===== src/rtl/pix_pkg.sv =====
package pix_pkg;
    localparam int CH_W   = 8;
    localparam int PIX_W  = 4 * CH_W;
    localparam int RGB_W  = 3 * CH_W;
    localparam int IDX_W  = 8;
    localparam int CM_W   = 4;
    localparam int AM_W   = 2;
    localparam int PROD_W = 2 * CH_W + 1;

    typedef enum logic [CM_W-1:0] {
        CM_ARGB8888 = 4'd0,
        CM_RGB888   = 4'd1,
        CM_RGB565   = 4'd2,
        CM_ARGB1555 = 4'd3,
        CM_ARGB4444 = 4'd4,
        CM_L8       = 4'd5,
        CM_AL44     = 4'd6,
        CM_AL88     = 4'd7,
        CM_L4       = 4'd8,
        CM_A8       = 4'd9,
        CM_A4       = 4'd10
    } cmode_e;

    typedef enum logic [AM_W-1:0] {
        AM_KEEP    = 2'd0,
        AM_REPLACE = 2'd1,
        AM_SCALE   = 2'd2,
        AM_SPARE   = 2'd3
    } amode_e;

    typedef enum logic [1:0] {
        ST_IDLE,
        ST_FETCH,
        ST_CATCH,
        ST_EMIT
    } state_e;

    typedef struct packed {
        logic [CH_W-1:0] a;
        logic [CH_W-1:0] r;
        logic [CH_W-1:0] g;
        logic [CH_W-1:0] b;
    } argb_t;

    function automatic logic [CH_W-1:0] widen1(input logic x);
        return {CH_W{x}};
    endfunction

    function automatic logic [CH_W-1:0] widen4(input logic [3:0] x);
        return {x, x};
    endfunction

    function automatic logic [CH_W-1:0] widen5(input logic [4:0] x);
        return {x, x[4:2]};
    endfunction

    function automatic logic [CH_W-1:0] widen6(input logic [5:0] x);
        return {x, x[5:4]};
    endfunction
endpackage


===== src/rtl/pix_decode.sv =====
module pix_decode
    import pix_pkg::*;
(
    input  logic [PIX_W-1:0] pixel,
    input  logic [CM_W-1:0]  cmode,
    input  logic [RGB_W-1:0] fixrgb,
    output argb_t            direct,
    output logic             mode_ok,
    output logic             is_idx,
    output logic [IDX_W-1:0] idx,
    output logic             own_alpha,
    output logic [CH_W-1:0]  pix_alpha
);
    always_comb begin
        direct    = '0;
        direct.a  = '1;
        mode_ok   = 1'b1;
        is_idx    = 1'b0;
        idx       = '0;
        own_alpha = 1'b0;
        pix_alpha = '0;
        case (cmode)
            CM_ARGB8888: direct = pixel;
            CM_RGB888:   direct = {8'hFF, pixel[23:0]};
            CM_RGB565: begin
                direct.r = widen5(pixel[15:11]);
                direct.g = widen6(pixel[10:5]);
                direct.b = widen5(pixel[4:0]);
            end
            CM_ARGB1555: begin
                direct.a = widen1(pixel[15]);
                direct.r = widen5(pixel[14:10]);
                direct.g = widen5(pixel[9:5]);
                direct.b = widen5(pixel[4:0]);
            end
            CM_ARGB4444: begin
                direct.a = widen4(pixel[15:12]);
                direct.r = widen4(pixel[11:8]);
                direct.g = widen4(pixel[7:4]);
                direct.b = widen4(pixel[3:0]);
            end
            CM_L8: begin
                is_idx = 1'b1;
                idx    = pixel[7:0];
            end
            CM_AL44: begin
                is_idx    = 1'b1;
                idx       = {4'b0, pixel[3:0]};
                own_alpha = 1'b1;
                pix_alpha = widen4(pixel[7:4]);
            end
            CM_AL88: begin
                is_idx    = 1'b1;
                idx       = pixel[7:0];
                own_alpha = 1'b1;
                pix_alpha = pixel[15:8];
            end
            CM_L4: begin
                is_idx = 1'b1;
                idx    = {4'b0, pixel[3:0]};
            end
            CM_A8: direct = {pixel[7:0], fixrgb};
            CM_A4: direct = {widen4(pixel[3:0]), fixrgb};
            default: mode_ok = 1'b0;
        endcase
    end
endmodule


===== src/rtl/pix_lutmap.sv =====
module pix_lutmap
    import pix_pkg::*;
(
    input  logic [PIX_W-1:0] entry,
    input  logic             tfmt,
    input  logic             hit,
    input  logic             own_alpha,
    input  logic [CH_W-1:0]  pix_alpha,
    output argb_t            px
);
    always_comb begin
        px = hit ? argb_t'(entry) : '0;
        if (hit && tfmt) begin
            px.a = '1;
        end
        if (own_alpha) begin
            px.a = pix_alpha;
        end
    end
endmodule


===== src/rtl/pix_alpha.sv =====
module pix_alpha
    import pix_pkg::*;
(
    input  argb_t            px_in,
    input  logic [AM_W-1:0]  amode,
    input  logic [CH_W-1:0]  fix_alpha,
    input  logic             inv,
    input  logic             swap,
    output argb_t            px_out
);
    logic [PROD_W-1:0] prod_raw;
    logic [CH_W-1:0]   scaled;
    logic [CH_W-1:0]   pol_alpha;

    always_comb begin
        prod_raw = PROD_W'(px_in.a) * PROD_W'(fix_alpha) + PROD_W'(128);
        scaled   = CH_W'((prod_raw + (prod_raw >> CH_W)) >> CH_W);
        case (amode)
            AM_REPLACE: pol_alpha = fix_alpha;
            AM_SCALE:   pol_alpha = scaled;
            default:    pol_alpha = px_in.a;
        endcase
        px_out.a = inv ? ~pol_alpha : pol_alpha;
        px_out.g = px_in.g;
        px_out.r = swap ? px_in.b : px_in.r;
        px_out.b = swap ? px_in.r : px_in.b;
    end

    always_comb begin
        if (amode == AM_SCALE && fix_alpha == 8'hFF && !inv) begin

            scale_unity_chk: assert (px_out.a == px_in.a);
        end
    end
endmodule


===== src/rtl/pix_unpack.sv =====
module pix_unpack
    import pix_pkg::*;
(
    input  logic             clk,
    input  logic             rst_n,
    input  logic             in_valid,
    output logic             in_ready,
    input  logic [31:0]      in_pixel,
    input  logic [3:0]       in_cmode,
    input  logic [1:0]       in_amode,
    input  logic [7:0]       in_alpha,
    input  logic [23:0]      in_fixrgb,
    input  logic             in_ainv,
    input  logic             in_rbswap,
    input  logic             tbl_fmt,
    input  logic [7:0]       tbl_last,
    output logic             lut_rd,
    output logic [7:0]       lut_addr,
    input  logic [31:0]      lut_data,
    output logic             out_valid,
    input  logic             out_ready,
    output logic [31:0]      out_argb,
    output logic             cfg_err
);
    state_e state_q, state_d;

    logic [AM_W-1:0]  amode_q;
    logic [CH_W-1:0]  falpha_q;
    logic             inv_q, swap_q, tfmt_q;
    logic [IDX_W-1:0] idx_q;
    logic             hit_q, own_q;
    logic [CH_W-1:0]  palpha_q;
    argb_t            res_q;
    logic             err_q;

    argb_t            dec_px, lut_px, pol_in, pol_out;
    logic             mode_ok, is_idx, own_alpha;
    logic [IDX_W-1:0] idx;
    logic [CH_W-1:0]  pix_alpha;
    logic             accept, use_lut;
    logic [AM_W-1:0]  sel_amode;
    logic [CH_W-1:0]  sel_alpha;
    logic             sel_inv, sel_swap;

    assign accept  = in_valid && (state_q == ST_IDLE);
    assign use_lut = (state_q == ST_CATCH);

    pix_decode u_dec (
        .pixel     (in_pixel),
        .cmode     (in_cmode),
        .fixrgb    (in_fixrgb),
        .direct    (dec_px),
        .mode_ok   (mode_ok),
        .is_idx    (is_idx),
        .idx       (idx),
        .own_alpha (own_alpha),
        .pix_alpha (pix_alpha)
    );

    pix_lutmap u_map (
        .entry     (lut_data),
        .tfmt      (tfmt_q),
        .hit       (hit_q),
        .own_alpha (own_q),
        .pix_alpha (palpha_q),
        .px        (lut_px)
    );

    always_comb begin
        pol_in    = use_lut ? lut_px   : dec_px;
        sel_amode = use_lut ? amode_q  : in_amode;
        sel_alpha = use_lut ? falpha_q : in_alpha;
        sel_inv   = use_lut ? inv_q    : in_ainv;
        sel_swap  = use_lut ? swap_q   : in_rbswap;
    end

    pix_alpha u_alpha (
        .px_in     (pol_in),
        .amode     (sel_amode),
        .fix_alpha (sel_alpha),
        .inv       (sel_inv),
        .swap      (sel_swap),
        .px_out    (pol_out)
    );

    // state register
    always_ff @(posedge clk or negedge rst_n) begin
        if (!rst_n) state_q <= ST_IDLE;
        else        state_q <= state_d;
    end

    // transitions
    always_comb begin
        state_d = state_q;
        unique case (state_q)
            ST_IDLE: begin
                if (accept && mode_ok) state_d = is_idx ? ST_FETCH : ST_EMIT;
            end
            ST_FETCH: state_d = ST_CATCH;
            ST_CATCH: state_d = ST_EMIT;
            ST_EMIT:  if (out_ready) state_d = ST_IDLE;
        endcase
    end

    // datapath registers
    always_ff @(posedge clk or negedge rst_n) begin
        if (!rst_n) begin
            amode_q  <= '0;
            falpha_q <= '0;
            inv_q    <= 1'b0;
            swap_q   <= 1'b0;
            tfmt_q   <= 1'b0;
            idx_q    <= '0;
            hit_q    <= 1'b0;
            own_q    <= 1'b0;
            palpha_q <= '0;
            res_q    <= '0;
            err_q    <= 1'b0;
        end else begin
            err_q <= accept && !mode_ok;
            if (accept) begin
                amode_q  <= in_amode;
                falpha_q <= in_alpha;
                inv_q    <= in_ainv;
                swap_q   <= in_rbswap;
                tfmt_q   <= tbl_fmt;
                idx_q    <= idx;
                hit_q    <= (idx <= tbl_last);
                own_q    <= own_alpha;
                palpha_q <= pix_alpha;
            end
            if ((accept && mode_ok && !is_idx) || use_lut) begin
                res_q <= pol_out;
            end
        end
    end

    // outputs
    always_comb begin
        in_ready  = (state_q == ST_IDLE);
        lut_rd    = (state_q == ST_FETCH) && hit_q;
        lut_addr  = idx_q;
        out_valid = (state_q == ST_EMIT);
        out_argb  = res_q;
        cfg_err   = err_q;
    end


    hold_chk: assert property (@(posedge clk) disable iff (!rst_n)
        out_valid && !out_ready |=> out_valid && $stable(out_argb));


    lut_pulse_chk: assert property (@(posedge clk) disable iff (!rst_n)
        lut_rd |=> !lut_rd);


    lut_result_chk: assert property (@(posedge clk) disable iff (!rst_n)
        lut_rd |-> ##2 out_valid);


    err_quiet_chk: assert property (@(posedge clk) disable iff (!rst_n)
        cfg_err |-> !out_valid);
endmodule


===== config.mk =====
export PLATFORM = sky130hd
export DESIGN_NAME = pix_unpack
export DESIGN_NICKNAME = d
export VERILOG_FILES = /design/src/rtl/pix_pkg.sv /design/src/rtl/pix_decode.sv /design/src/rtl/pix_lutmap.sv /design/src/rtl/pix_alpha.sv /design/src/rtl/pix_unpack.sv
export SDC_FILE = /design/constraint.sdc
export NUM_CORES = 1
export LEC_CHECK = 0
export BUFFER_PORTS_ARGS = -buffer_cell sky130_fd_sc_hd__clkbuf_2
export CORE_ASPECT_RATIO = 1.75
export CORE_MARGIN = 2
export CORE_UTILIZATION = 40
export CTS_BUF_LIST = sky130_fd_sc_hd__clkbuf_8
export DETAILED_ROUTE_END_ITERATION = 7
export MAX_ROUTING_LAYER = met4
export PLACE_DENSITY = 0.6
export SLEW_MARGIN = 20
export SYNTH_ARGS = -nofsm -noshare
export SYNTH_HDL_FRONTEND = slang
export SYNTH_SLANG_ARGS = --single-unit
export TNS_END_PERCENT = 5

===== constraint.sdc =====
create_clock -name clk -period 12 [get_ports clk]
set_input_delay 1.2 -clock clk [delete_from_list [all_inputs] [get_ports clk]]
set_output_delay 1.2 -clock clk [all_outputs]
set_load 0.01 [all_outputs]

==> reports/summary.txt <==
Status - finished, final reports clean
Worst skew pair latency - 0.37 ns
CTS resizes - 0
Post-layout min period - 9.57 ns
Slew at the pin closest to its max-slew limit - 1.12 ns
Detail Route Antenna Nets - 0
Final Max Slew Viols - 0
Post-synth top flop - dfrtp_1
Crit Path Max Fanout - 30
GR Util All Layers - 25.8%
R2R depth - 27
DIE HEIGHT - 187 microns
Syn_nets - 1,124
Drt total wl - 24,800 microns
CTS buffer count - 9
Iter 0 DRT Violations - 562
HPWL after detailed placement - 20,100 microns
Starting density of the core - 41.0%
Root Driver - clkbuf_8
Vias in the first global route - 7,415
Share of cells above drive strength 1 - 24.5%
Antenna Cells - 0
Post-synth EDFFs - 0
Synth Register Bits - 66
Largest net degree at the start of global routing - 67
Final GP Congestion - 0.903
Avg Vias per Cell - 5.73
Post-Syn Area per Cell - 8.43 sq um
Crit path kind - in2reg
Post-synth cell types - 79
Non-filler instance count after layout - 1,282
Hold Path Depth - 2
# clock sinks - 66
Asr flop ratio synth - 100%
Initial DRT Pass Iterations - 6
IO Pins - 161
Nets - 1,256
Dominant cell type by area after synthesis - dfrtp_1
Rel. slew slack - 25.2%
Routed wire length per instance - 19.4 microns
Sequential element share of the synthesized area - 21.6%
Synth-to-Final Area Change - 15.1%
Post-Syn Area - 7640 sq um
Clk slew on worst S/H paths - 0.08 ns
H-tree lvl count - 3
Largest cells by area after synthesis - dfrtp_1 22%, ha_1 10%, fa_1 9.7%, mux2_2 6.2%, a21oi_1 5.4%
WP data required - 12.26 ns
PortBufs - 160
# hold bufs at CTS - 0
# setup viols final - 0
Tcrit/Tclk final - 79.7%
F_max - 105 MHz
# rows - 66
CP arrival - 9.82 ns
CP Capture Type - flop
Inst Count DP - 1,266
Final hold vios - 0
# DRC - 0
Skew final - 0.0121 ns
RSZ-0062 raised after global routing - no
First-pass GRT wire length - 39,200 microns
Initial antenna violation count - 0
Worst Hold Class - reg2reg
Total negative slack - 0 ns
CTS tree - built
Post-CTS Setup Bufs - 0
Routed via count - 7,349
Max Root-Sink Buffers - 2
Top-area cell type share of the netlist area - 21.6%
Mapped Cells - 907
Full die area - 20,300 sq um
CP Launch Type - input pin
Synth warn - 0
MaxCap Viol Count - 0
Die width - 108 microns
Grt ovf - 0
Core area - 18,700 sq um
## synthesized netlist by cell type, types with 5 or more instances
cell      number
nor4_1         5
or2_2         10
a31oi_1       17
o21ai_1        5
nand2b_1      19
a22oi_1       44
a211oi_1       5
a21oi_1       82
nor3_1         6
a21o_1         9
nor2_1        94
nor2b_1       12
o211ai_1       7
a222oi_1       7
mux2i_1       17
buf_1          6
ha_1          63
xnor2_1       11
inv_1         83
o21ai_0       38
nand3_1       20
dfrtp_1       66
fa_1          37
and2_1         9
nand2_1       63
and3_1         6
mux2_2        42
buf_2          5
clkbuf_1      30
## sequential cells by signal (all words and copies together), names as in the netlist
signal and cells:
lut_addr 8, palpha_q 8, tfmt_q 1, hit_q 1, amode_q 2, swap_q 1
state_q 2, cfg_err 1, inv_q 1, out_argb 32, own_q 1, falpha_q 8
## cells by family (layout without fill, tap and decap cells)
group	count (synthesis)	after routing	synth area share, %
adders and majority gates	101	101	20.2
buffers and inverters	129	266	6.88
and+or+nand+nor	268	268	17.0
xor gates and xnor gates	17	17	2.32
AOI/OAI and AO/OA	267	267	23.6
muxes	59	59	8.41
DFF	66	66	21.6
## metal layers
metal	up-vias	wire length (microns)	global-route usage, %
met3	69	1190	3.45
met4	0	1640	16.6
li1	3512	-	-
met5	-	0	-
met1	3528	8750	25.2
met2	240	13200	46.3
## worst max-delay path: stages
cell	delay [ns]
clkbuf_2	0.27
nor2b_1	0.41
o21a_1	0.92
a211oi_2	0.13
a221o_1	0.34
o21ai_2	0.40
nor2_1	0.13
fa_1	0.49
fa_1	0.53
fa_1	0.55
inv_1	0.06
fa_1	0.53
inv_1	0.04
ha_1	0.27
a21oi_1	0.35
o211ai_1	0.21
a211oi_1	0.55
xnor2_1	0.22
ha_1	0.44
and3_1	0.17
or3b_1	0.33
and4b_1	0.21
nor4b_2	0.40
nor2_1	0.14
mux2i_1	0.14
nor4_1	0.28
a21oi_1	0.10
## worst paths after layout
kind,startpoint,to,slack [ns]
min in group asynchronous,rst_n,lut_addr[3],1.01
max in group asynchronous,rst_n,out_argb[12],10.40
hold / removal,palpha_q[7],palpha_q[7],0.49
hold reg to reg,palpha_q[7],palpha_q[7],0.49
setup / recovery,in_cmode[1],out_argb[28],2.43
setup reg to reg,state_q[0],out_argb[28],3.85
## stage by stage
step / util (%) / cell area (sq um) / hold slack, ns / setup WS, ns
global placement: 46.0 / 8590 / 0.463 / 2.33
finish: 47.1 / 8790 / 0.486 / 2.43
CTS: 47.1 / 8790 / 0.487 / 2.53
detailed placement: 46.0 / 8590 / 0.471 / 2.18
global route: 47.1 / 8790 / 0.508 / 1.89
floorplan: - / 7640 / 0.450 / 3.69
## layout make-up
cell class / count / area (sq um)
clock buffer: 10 / 138
sequential: 66 / 1650
inverter: 83 / 312
fill: 1905 / 9870
multi-input combinational: 712 / 5480
clock inverter: 6 / 65.1
timing repair buffer: 167 / 853
tap: 238 / 298
## layout by cell type (no fill, tap or decap), drive strengths merged, types with 42 or more instances in the layout
master / n
inv: 84
a22oi: 44
mux2: 42
nand2: 63
o21ai: 45
ha: 63
dfrtp: 66
clkbuf: 169
nor2: 94
a21oi: 82
Power is not shown: default switching activity piles up to over one toggle a cycle in this logic, so the estimate is an artifact.
